--- src/rtl/ex_pkg.sv ---
package ex_pkg;

   localparam int FLG_C     = 0;
   localparam int FLG_DC    = 1;
   localparam int FLG_Z     = 2;
   localparam int STAT_ADDR = 3;
   localparam int BANK_ADDR = 4;

   typedef enum logic [3:0] {
      K_NONE, K_MOVRA, K_CLR, K_SUB, K_DEC, K_OR, K_AND, K_XOR,
      K_ADD, K_MOV, K_COM, K_INC, K_DJZ, K_RRC
   } kind_e;

   typedef struct packed {
      logic z;
      logic c;
      logic dc;
   } upd_t;

   // Pairs of codes share one operation; the low code bit picks the destination.
   function automatic kind_e op_kind(input logic [6:0] op);
      case (op[6:1])
         6'd0:    op_kind = op[0] ? K_MOVRA : K_NONE;
         6'd1:    op_kind = K_CLR;
         6'd2:    op_kind = K_SUB;
         6'd3:    op_kind = K_DEC;
         6'd4:    op_kind = K_OR;
         6'd5:    op_kind = K_AND;
         6'd6:    op_kind = K_XOR;
         6'd7:    op_kind = K_ADD;
         6'd8:    op_kind = K_MOV;
         6'd9:    op_kind = K_COM;
         6'd10:   op_kind = K_INC;
         6'd11:   op_kind = K_DJZ;
         6'd12:   op_kind = K_RRC;
         default: op_kind = K_NONE;
      endcase
   endfunction

endpackage

--- src/rtl/ex_alu.sv ---
module ex_alu
   import ex_pkg::*;
#(
   parameter int DATA_W = 8
) (
   input  kind_e             kind,
   input  logic [DATA_W-1:0] a_val,
   input  logic [DATA_W-1:0] r_val,
   input  logic              c_in,
   output logic [DATA_W-1:0] res,
   output logic              z_out,
   output logic              c_out,
   output logic              dc_out,
   output upd_t              upd,
   output logic              skip_req
);

   localparam logic [DATA_W-1:0] ONE = {{(DATA_W-1){1'b0}}, 1'b1};

   logic [DATA_W:0] add_w, sub_w;
   logic [4:0]      add_n, sub_n;

   // Subtraction as r + ~a + 1: carry out means "no borrow".
   assign add_w = {1'b0, r_val} + {1'b0, a_val};
   assign sub_w = {1'b0, r_val} + {1'b0, ~a_val} + {{DATA_W{1'b0}}, 1'b1};
   assign add_n = {1'b0, r_val[3:0]} + {1'b0, a_val[3:0]};
   assign sub_n = {1'b0, r_val[3:0]} + {1'b0, ~a_val[3:0]} + 5'd1;

   always_comb begin
      res      = '0;
      c_out    = c_in;
      dc_out   = 1'b0;
      upd      = '0;
      skip_req = 1'b0;
      case (kind)
         K_MOVRA: res = a_val;
         K_CLR:   begin res = '0;              upd.z = 1'b1; end
         K_SUB:   begin res = sub_w[DATA_W-1:0]; c_out = sub_w[DATA_W];
                        dc_out = sub_n[4];     upd = '{z: 1'b1, c: 1'b1, dc: 1'b1}; end
         K_ADD:   begin res = add_w[DATA_W-1:0]; c_out = add_w[DATA_W];
                        dc_out = add_n[4];     upd = '{z: 1'b1, c: 1'b1, dc: 1'b1}; end
         K_DEC:   begin res = r_val - ONE;     upd.z = 1'b1; end
         K_OR:    begin res = a_val | r_val;   upd.z = 1'b1; end
         K_AND:   begin res = a_val & r_val;   upd.z = 1'b1; end
         K_XOR:   begin res = a_val ^ r_val;   upd.z = 1'b1; end
         K_MOV:   begin res = r_val;           upd.z = 1'b1; end
         K_COM:   begin res = ~r_val;          upd.z = 1'b1; end
         K_INC:   begin res = r_val + ONE;     upd.z = 1'b1; end
         K_DJZ:   begin res = r_val - ONE;     skip_req = (r_val == ONE); end
         K_RRC:   begin res = {c_in, r_val[DATA_W-1:1]}; c_out = r_val[0]; upd.c = 1'b1; end
         default: res = '0;
      endcase
   end

   assign z_out = (res == '0);

endmodule

--- src/rtl/ex_regfile.sv ---
module ex_regfile
   import ex_pkg::*;
#(
   parameter int DATA_W       = 8,
   parameter int REG_AW       = 6,
   parameter int COMMON_DEPTH = 32,
   parameter int BANK_BITS    = 2
) (
   input  logic              clk,
   input  logic              rst_n,
   input  logic [REG_AW-1:0] raddr,
   output logic [DATA_W-1:0] rdata,
   input  logic              we,
   input  logic [REG_AW-1:0] waddr,
   input  logic [DATA_W-1:0] wdata
);

   localparam int DEPTH        = 1 << REG_AW;
   localparam int BANKED_DEPTH = DEPTH - COMMON_DEPTH;
   localparam int NBANK        = 1 << BANK_BITS;
   localparam int CAW          = $clog2(COMMON_DEPTH);
   localparam int LAW          = $clog2(BANKED_DEPTH);
   localparam logic [REG_AW-1:0] COMMON_LIM = REG_AW'(COMMON_DEPTH);

   if (COMMON_DEPTH <= BANK_ADDR || COMMON_DEPTH >= DEPTH) begin : g_bad_depth
      $error("ex_regfile: COMMON_DEPTH must cover the bank register and leave a banked area");
   end
   if (BANK_BITS > DATA_W) begin : g_bad_bank
      $error("ex_regfile: BANK_BITS exceeds the register width");
   end

   logic [DATA_W-1:0] com_q [COMMON_DEPTH];
   logic              w_com, r_com;
   logic [CAW-1:0]    w_ci, r_ci;
   logic [LAW-1:0]    w_li, r_li;
   logic [DATA_W-1:0] ban_rd;

   assign w_com = (waddr < COMMON_LIM);
   assign r_com = (raddr < COMMON_LIM);
   assign w_ci  = CAW'(waddr);
   assign r_ci  = CAW'(raddr);
   assign w_li  = LAW'(waddr - COMMON_LIM);
   assign r_li  = LAW'(raddr - COMMON_LIM);

   always_ff @(posedge clk or negedge rst_n) begin
      if (!rst_n) begin
         for (int i = 0; i < COMMON_DEPTH; i++) com_q[i] <= '0;
      end else if (we && w_com) begin
         com_q[w_ci] <= wdata;
      end
   end

   if (BANK_BITS > 0) begin : g_banked
      logic [DATA_W-1:0]    mem_q [NBANK][BANKED_DEPTH];
      logic [BANK_BITS-1:0] sel;
      assign sel = com_q[BANK_ADDR][DATA_W-1 -: BANK_BITS];
      always_ff @(posedge clk or negedge rst_n) begin
         if (!rst_n) begin
            for (int b = 0; b < NBANK; b++)
               for (int i = 0; i < BANKED_DEPTH; i++) mem_q[b][i] <= '0;
         end else if (we && !w_com) begin
            mem_q[sel][w_li] <= wdata;
         end
      end
      assign ban_rd = mem_q[sel][r_li];
   end else begin : g_flat
      logic [DATA_W-1:0] mem_q [BANKED_DEPTH];
      always_ff @(posedge clk or negedge rst_n) begin
         if (!rst_n) begin
            for (int i = 0; i < BANKED_DEPTH; i++) mem_q[i] <= '0;
         end else if (we && !w_com) begin
            mem_q[w_li] <= wdata;
         end
      end
      assign ban_rd = mem_q[r_li];
   end

   assign rdata = r_com ? com_q[r_ci] : ban_rd;

endmodule

--- src/rtl/ex_regalu_unit.sv ---
module ex_regalu_unit
   import ex_pkg::*;
#(
   parameter int DATA_W       = 8,
   parameter int REG_AW       = 6,
   parameter int INSTR_W      = 13,
   parameter int COMMON_DEPTH = 32,
   parameter int BANK_BITS    = 2
) (
   input  logic               clk,
   input  logic               rst_n,
   input  logic               ins_valid,
   input  logic [INSTR_W-1:0] ins_word,
   output logic               ins_ready,
   output logic [DATA_W-1:0]  acc_o,
   output logic               flag_z,
   output logic               flag_c,
   output logic               flag_dc,
   output logic               skip_o
);

   localparam int OP_W = INSTR_W - REG_AW;
   localparam logic [REG_AW-1:0] STAT_A = REG_AW'(STAT_ADDR);

   if (DATA_W != 8) begin : g_bad_data
      $error("ex_regalu_unit: nibble flags assume an 8-bit datapath");
   end
   if (OP_W != 7) begin : g_bad_op
      $error("ex_regalu_unit: INSTR_W must equal REG_AW + 7");
   end

   logic [DATA_W-1:0] acc_q, stat_q, stat_n;
   logic [DATA_W-1:0] rf_rd, r_val, res;
   logic              skip_q, fire, dest_r, writes, to_stat;
   logic              z_v, c_v, dc_v, skip_req;
   logic [6:0]        op;
   logic [REG_AW-1:0] addr;
   kind_e             kind;
   upd_t              upd;

   assign op     = ins_word[INSTR_W-1:REG_AW];
   assign addr   = ins_word[REG_AW-1:0];
   assign kind   = op_kind(op);
   assign dest_r = op[0];
   assign fire   = ins_valid && ins_ready;
   assign writes = fire && (kind != K_NONE);
   assign to_stat = (addr == STAT_A);
   assign r_val  = to_stat ? stat_q : rf_rd;

   ex_regfile #(
      .DATA_W(DATA_W), .REG_AW(REG_AW),
      .COMMON_DEPTH(COMMON_DEPTH), .BANK_BITS(BANK_BITS)
   ) u_rf (
      .clk(clk), .rst_n(rst_n),
      .raddr(addr), .rdata(rf_rd),
      .we(writes && dest_r && !to_stat), .waddr(addr), .wdata(res)
   );

   ex_alu #(.DATA_W(DATA_W)) u_alu (
      .kind(kind), .a_val(acc_q), .r_val(r_val), .c_in(stat_q[FLG_C]),
      .res(res), .z_out(z_v), .c_out(c_v), .dc_out(dc_v),
      .upd(upd), .skip_req(skip_req)
   );

   // Status write first, then the instruction's own flag updates on top.
   always_comb begin
      stat_n = stat_q;
      if (writes && dest_r && to_stat) stat_n = res;
      if (fire) begin
         if (upd.z)  stat_n[FLG_Z]  = z_v;
         if (upd.c)  stat_n[FLG_C]  = c_v;
         if (upd.dc) stat_n[FLG_DC] = dc_v;
      end
   end

   always_ff @(posedge clk or negedge rst_n) begin
      if (!rst_n) begin
         acc_q  <= '0;
         stat_q <= '0;
         skip_q <= 1'b0;
      end else begin
         stat_q <= stat_n;
         skip_q <= fire && skip_req;
         if (writes && !dest_r) acc_q <= res;
      end
   end

   assign ins_ready = !skip_q;
   assign skip_o    = skip_q;
   assign acc_o     = acc_q;
   assign flag_z    = stat_q[FLG_Z];
   assign flag_c    = stat_q[FLG_C];
   assign flag_dc   = stat_q[FLG_DC];

endmodule


--- config.mk ---
export PLATFORM = sky130hd
export DESIGN_NAME = ex_regalu_unit
export DESIGN_NICKNAME = d
export VERILOG_FILES = /design/src/rtl/ex_pkg.sv /design/src/rtl/ex_alu.sv /design/src/rtl/ex_regfile.sv /design/src/rtl/ex_regalu_unit.sv
export SDC_FILE = /design/constraint.sdc
export NUM_CORES = 2
export LEC_CHECK = 0
export ABC_AREA = 1
export BUFFER_PORTS_ARGS = -buffer_cell sky130_fd_sc_hd__buf_2
export CAP_MARGIN = 5
export CORE_ASPECT_RATIO = 2
export CORE_MARGIN = 5
export CORE_UTILIZATION = 56
export CTS_CLUSTER_DIAMETER = 60
export DETAILED_ROUTE_END_ITERATION = 10
export HOLD_SLACK_MARGIN = 0.06
export PLACE_DENSITY = 0.74
export SYNTH_ARGS = -nofsm -noshare
export SYNTH_HDL_FRONTEND = slang
export SYNTH_HIERARCHICAL = 1
export SYNTH_SLANG_ARGS = --single-unit
export TNS_END_PERCENT = 20
--- constraint.sdc ---
create_clock -name clk -period 5.97 [get_ports clk]
set_input_delay 0.2985 -clock clk [delete_from_list [all_inputs] [get_ports clk]]
set_output_delay 0.2985 -clock clk [all_outputs]
set_load 0.03 [all_outputs]
==> reports/results.txt <==
Initial antenna violation count = 2
Worst slew pin tran = 1106 ps
GP Congestion = 0.9477
Min Tclk post-route = 5499 ps
Worst-skew pair later-pin latency = 770 ps
Critical path class = flip-flop to flip-flop
Unrepaired setup endpoints after global routing = false
Most frequent CP cell = nand3_1
Area after DPL = 62810 um^2
Commonest non-fill, non-tap cell in the layout = nand2_1
Core area = 108500 um^2
#FFs+latches synth = 1297
Layout area overhead = 9.437%
Post-CTS setup buffer count = 0
Vias in the first global route = 53570
Post-synth top area share = 53.15%
Max Cap Viol = 0
Final wirelength = 194.8 mm
Synthesis Warnings = 6
Cell area after layout = 66830 um^2
First-pass GRT wire length = 304.9 mm
Dpl ws = 584.0 ps
Number of clock sinks = 1297
Commonest non-fill, non-tap cells in the layout = nand2_1, o21ai_0, dfrtp_1
# setup viols final = 0
Worst-path clk slew = 70 ps
Post-Synthesis Cell Area = 61070 um^2
Row count = 171
IO buf count = 28
Clock buffer depth = 3
Via count = 54980
Min-delay worst type = primary input to asynchronous set/reset pin
Outcome = complete, no violations
Syn Area/Cell = 7.774 um^2
DR iter-0 viols = 5765
Synth area leaders = dfrtp_1, nand2_1, o21ai_0
TritonRoute pass-1 iters = 9
P per Cell Area = 283.5 nW/um^2
Drt wl/cell = 21.42 um
Die area = 116200 um^2
Ys async rst share = 100.0%
Max-slew violation count = 0
Die height = 477.0 um
CP Data Required Time = 6560 ps
CP Capture Type = flip-flop
Fmax = 181.8 MHz
CTS resizes = 0
Largest net degree at the start of global routing = 189
Maximum VDD drop = 0.2732 mV
Clock skew = 47.01 ps
CTS root buffer = clkbuf_16
Critical path's slowest cell = dfrtp_4
Lkg Pwr = 30.54 nW
Gr usage total = 33.01%
Share of cells above drive strength 1 = 6.394%
Setup TNS after final layout = 0 ps
CP peak stage delay = 660 ps
Ports = 29
Post-synthesis instance total = 7855
Initial core utilization = 56.29%
CTS buffer count = 113
Part of the Yosys area used for sequential elements = 53.15%
CTS tree = done
Synth area leader = dfrtp_1
Period utilization = 92.11%
DIE WIDTH = 243.5 um
Library cells used by synthesis = 44
Critical path peak fanout = 45
Htree depth = 3
Setup ws final = 470.9 ps
Worst setup SP type = flip-flop
Final Hold Fails = 0
Final #Nets = 7660
Syn nets = 7900
Ys flop type = dfrtp_1
Avg Vias per Cell = 6.044
Remaining Overflow, GRT = 0
Post-synth EDFFs = 0
Worst-case headroom to the max-slew limit = 26.24%
Worst path arrival time = 6090 ps
Detailed Place HPWL = 124.9 mm
DRC Markers = 0
Post-route ant nets = 0
## flip-flops by register name (all words and copies together) (netlist names)
name / count
u_rf/g_banked.mem_q: 1024
stat_q: 8
acc_o: 8
skip_o: 1
u_rf/com_q: 256
## metal layers
| metal | vias up | global-route usage, % | wire length (um) |
|---|---|---|---|
| met5 | - | 0 | 0 |
| met1 | 26400 | 39.25 | 70120 |
| met2 | 2611 | 55.12 | 93820 |
| met4 | 0 | 23.41 | 16730 |
| li1 | 25160 | - | - |
| met3 | 812 | 4.622 | 14170 |
## kinds of logic (layout without fill, tap and decap cells)
family / Yosys count / count (layout) / synth area share, %
fa+ha+maj: 29 / 29 / 0.6188
compound gates: 1565 / 1565 / 13.28
other cells: 0 / 2 / 0
flops: 1297 / 1297 / 53.15
xor+xnor: 1 / 1 / 0.01435
simple gates: 4242 / 4242 / 28.08
buf+inv: 721 / 576 / 4.850
## worst max-delay path: cells and delay by family, from the launching register on
family,cells,cell delay (ps)
AO/OA/AOI/OAI,1,140
AND/OR/NAND/NOR,19,2250
flip-flops,1,660
buffers and inverters,7,1720
adder cells (fa/ha/maj),1,480
## cell type report
| type | count | area (um^2) |
|---|---|---|
| fill | 9501 | 41650 |
| multi-input combinational | 5837 | 25680 |
| sequential | 1297 | 32460 |
| inverter | 142 | 595.6 |
| timing repair buffer | 224 | 2371 |
| clock buffer | 149 | 3173 |
| antenna | 2 | 5.005 |
| tap | 1384 | 1732 |
| clock inverter | 61 | 813.3 |
## synth_stat cells, drive strengths merged, types with 4 or more instances
| master | count |
|---|---|
| nand2 | 3296 |
| o21ai | 1433 |
| dfrtp | 1297 |
| nand3 | 521 |
| clkbuf | 383 |
| nor2 | 277 |
| buf | 196 |
| inv | 141 |
| nand4 | 137 |
| o221ai | 50 |
| a21oi | 47 |
| ha | 27 |
| o22ai | 16 |
| o21a | 12 |
| o211ai | 5 |
| nor3 | 4 |
## repair_timing
item,in CTS,in global routing
hold buffers,3,0
setup endpoints to repair,0,0
hold endpoints to repair,115,0
## path summary, 6_finish.rpt
check | from | endpoint | slack, ps | cells past startpoint
worst min-delay path | rst_n | u_rf/g_banked.mem_q[519] | 60 | 2
max in group asynchronous | rst_n | u_rf/g_banked.mem_q[238] | 4190 | 3
worst min register to register | u_rf/com_q[151] | u_rf/com_q[151] | 480 | 2
worst max-delay path | u_rf/com_q[222] | u_rf/g_banked.mem_q[38] | 470 | 28
min in group clk | ins_valid | skip_o | 360 | 4
worst max register to register | u_rf/com_q[222] | u_rf/g_banked.mem_q[38] | 470 | 28
## where the power goes
part           switching (mW)  leakage (nW)  internal (mW)  total [mW]
Combinational            1.66          10.5          0.514        2.17
Sequential             0.0770          18.1           8.87        8.95
Clock                    3.51          1.93           4.31        7.82
Total                    5.24          30.5           13.7        18.9
## per-stage QoR
| step | hold slack, ps | cells | total power [mW] | utilization [%] |
|---|---|---|---|---|
| final | 64.71 | 9096 | 18.94 | 61.61 |
| after global routing | 149.9 | 9095 | 19.56 | 61.61 |
| after CTS | 104.3 | 9094 | 19.01 | 61.60 |
| after detailed placement | 292.3 | 8881 | 11.25 | 57.90 |
| after global placement | 288.2 | 8881 | 11.24 | 57.90 |
| after floorplan | 2.909 | 7855 | 10.22 | - |
Power figures use the tool's default switching activity.
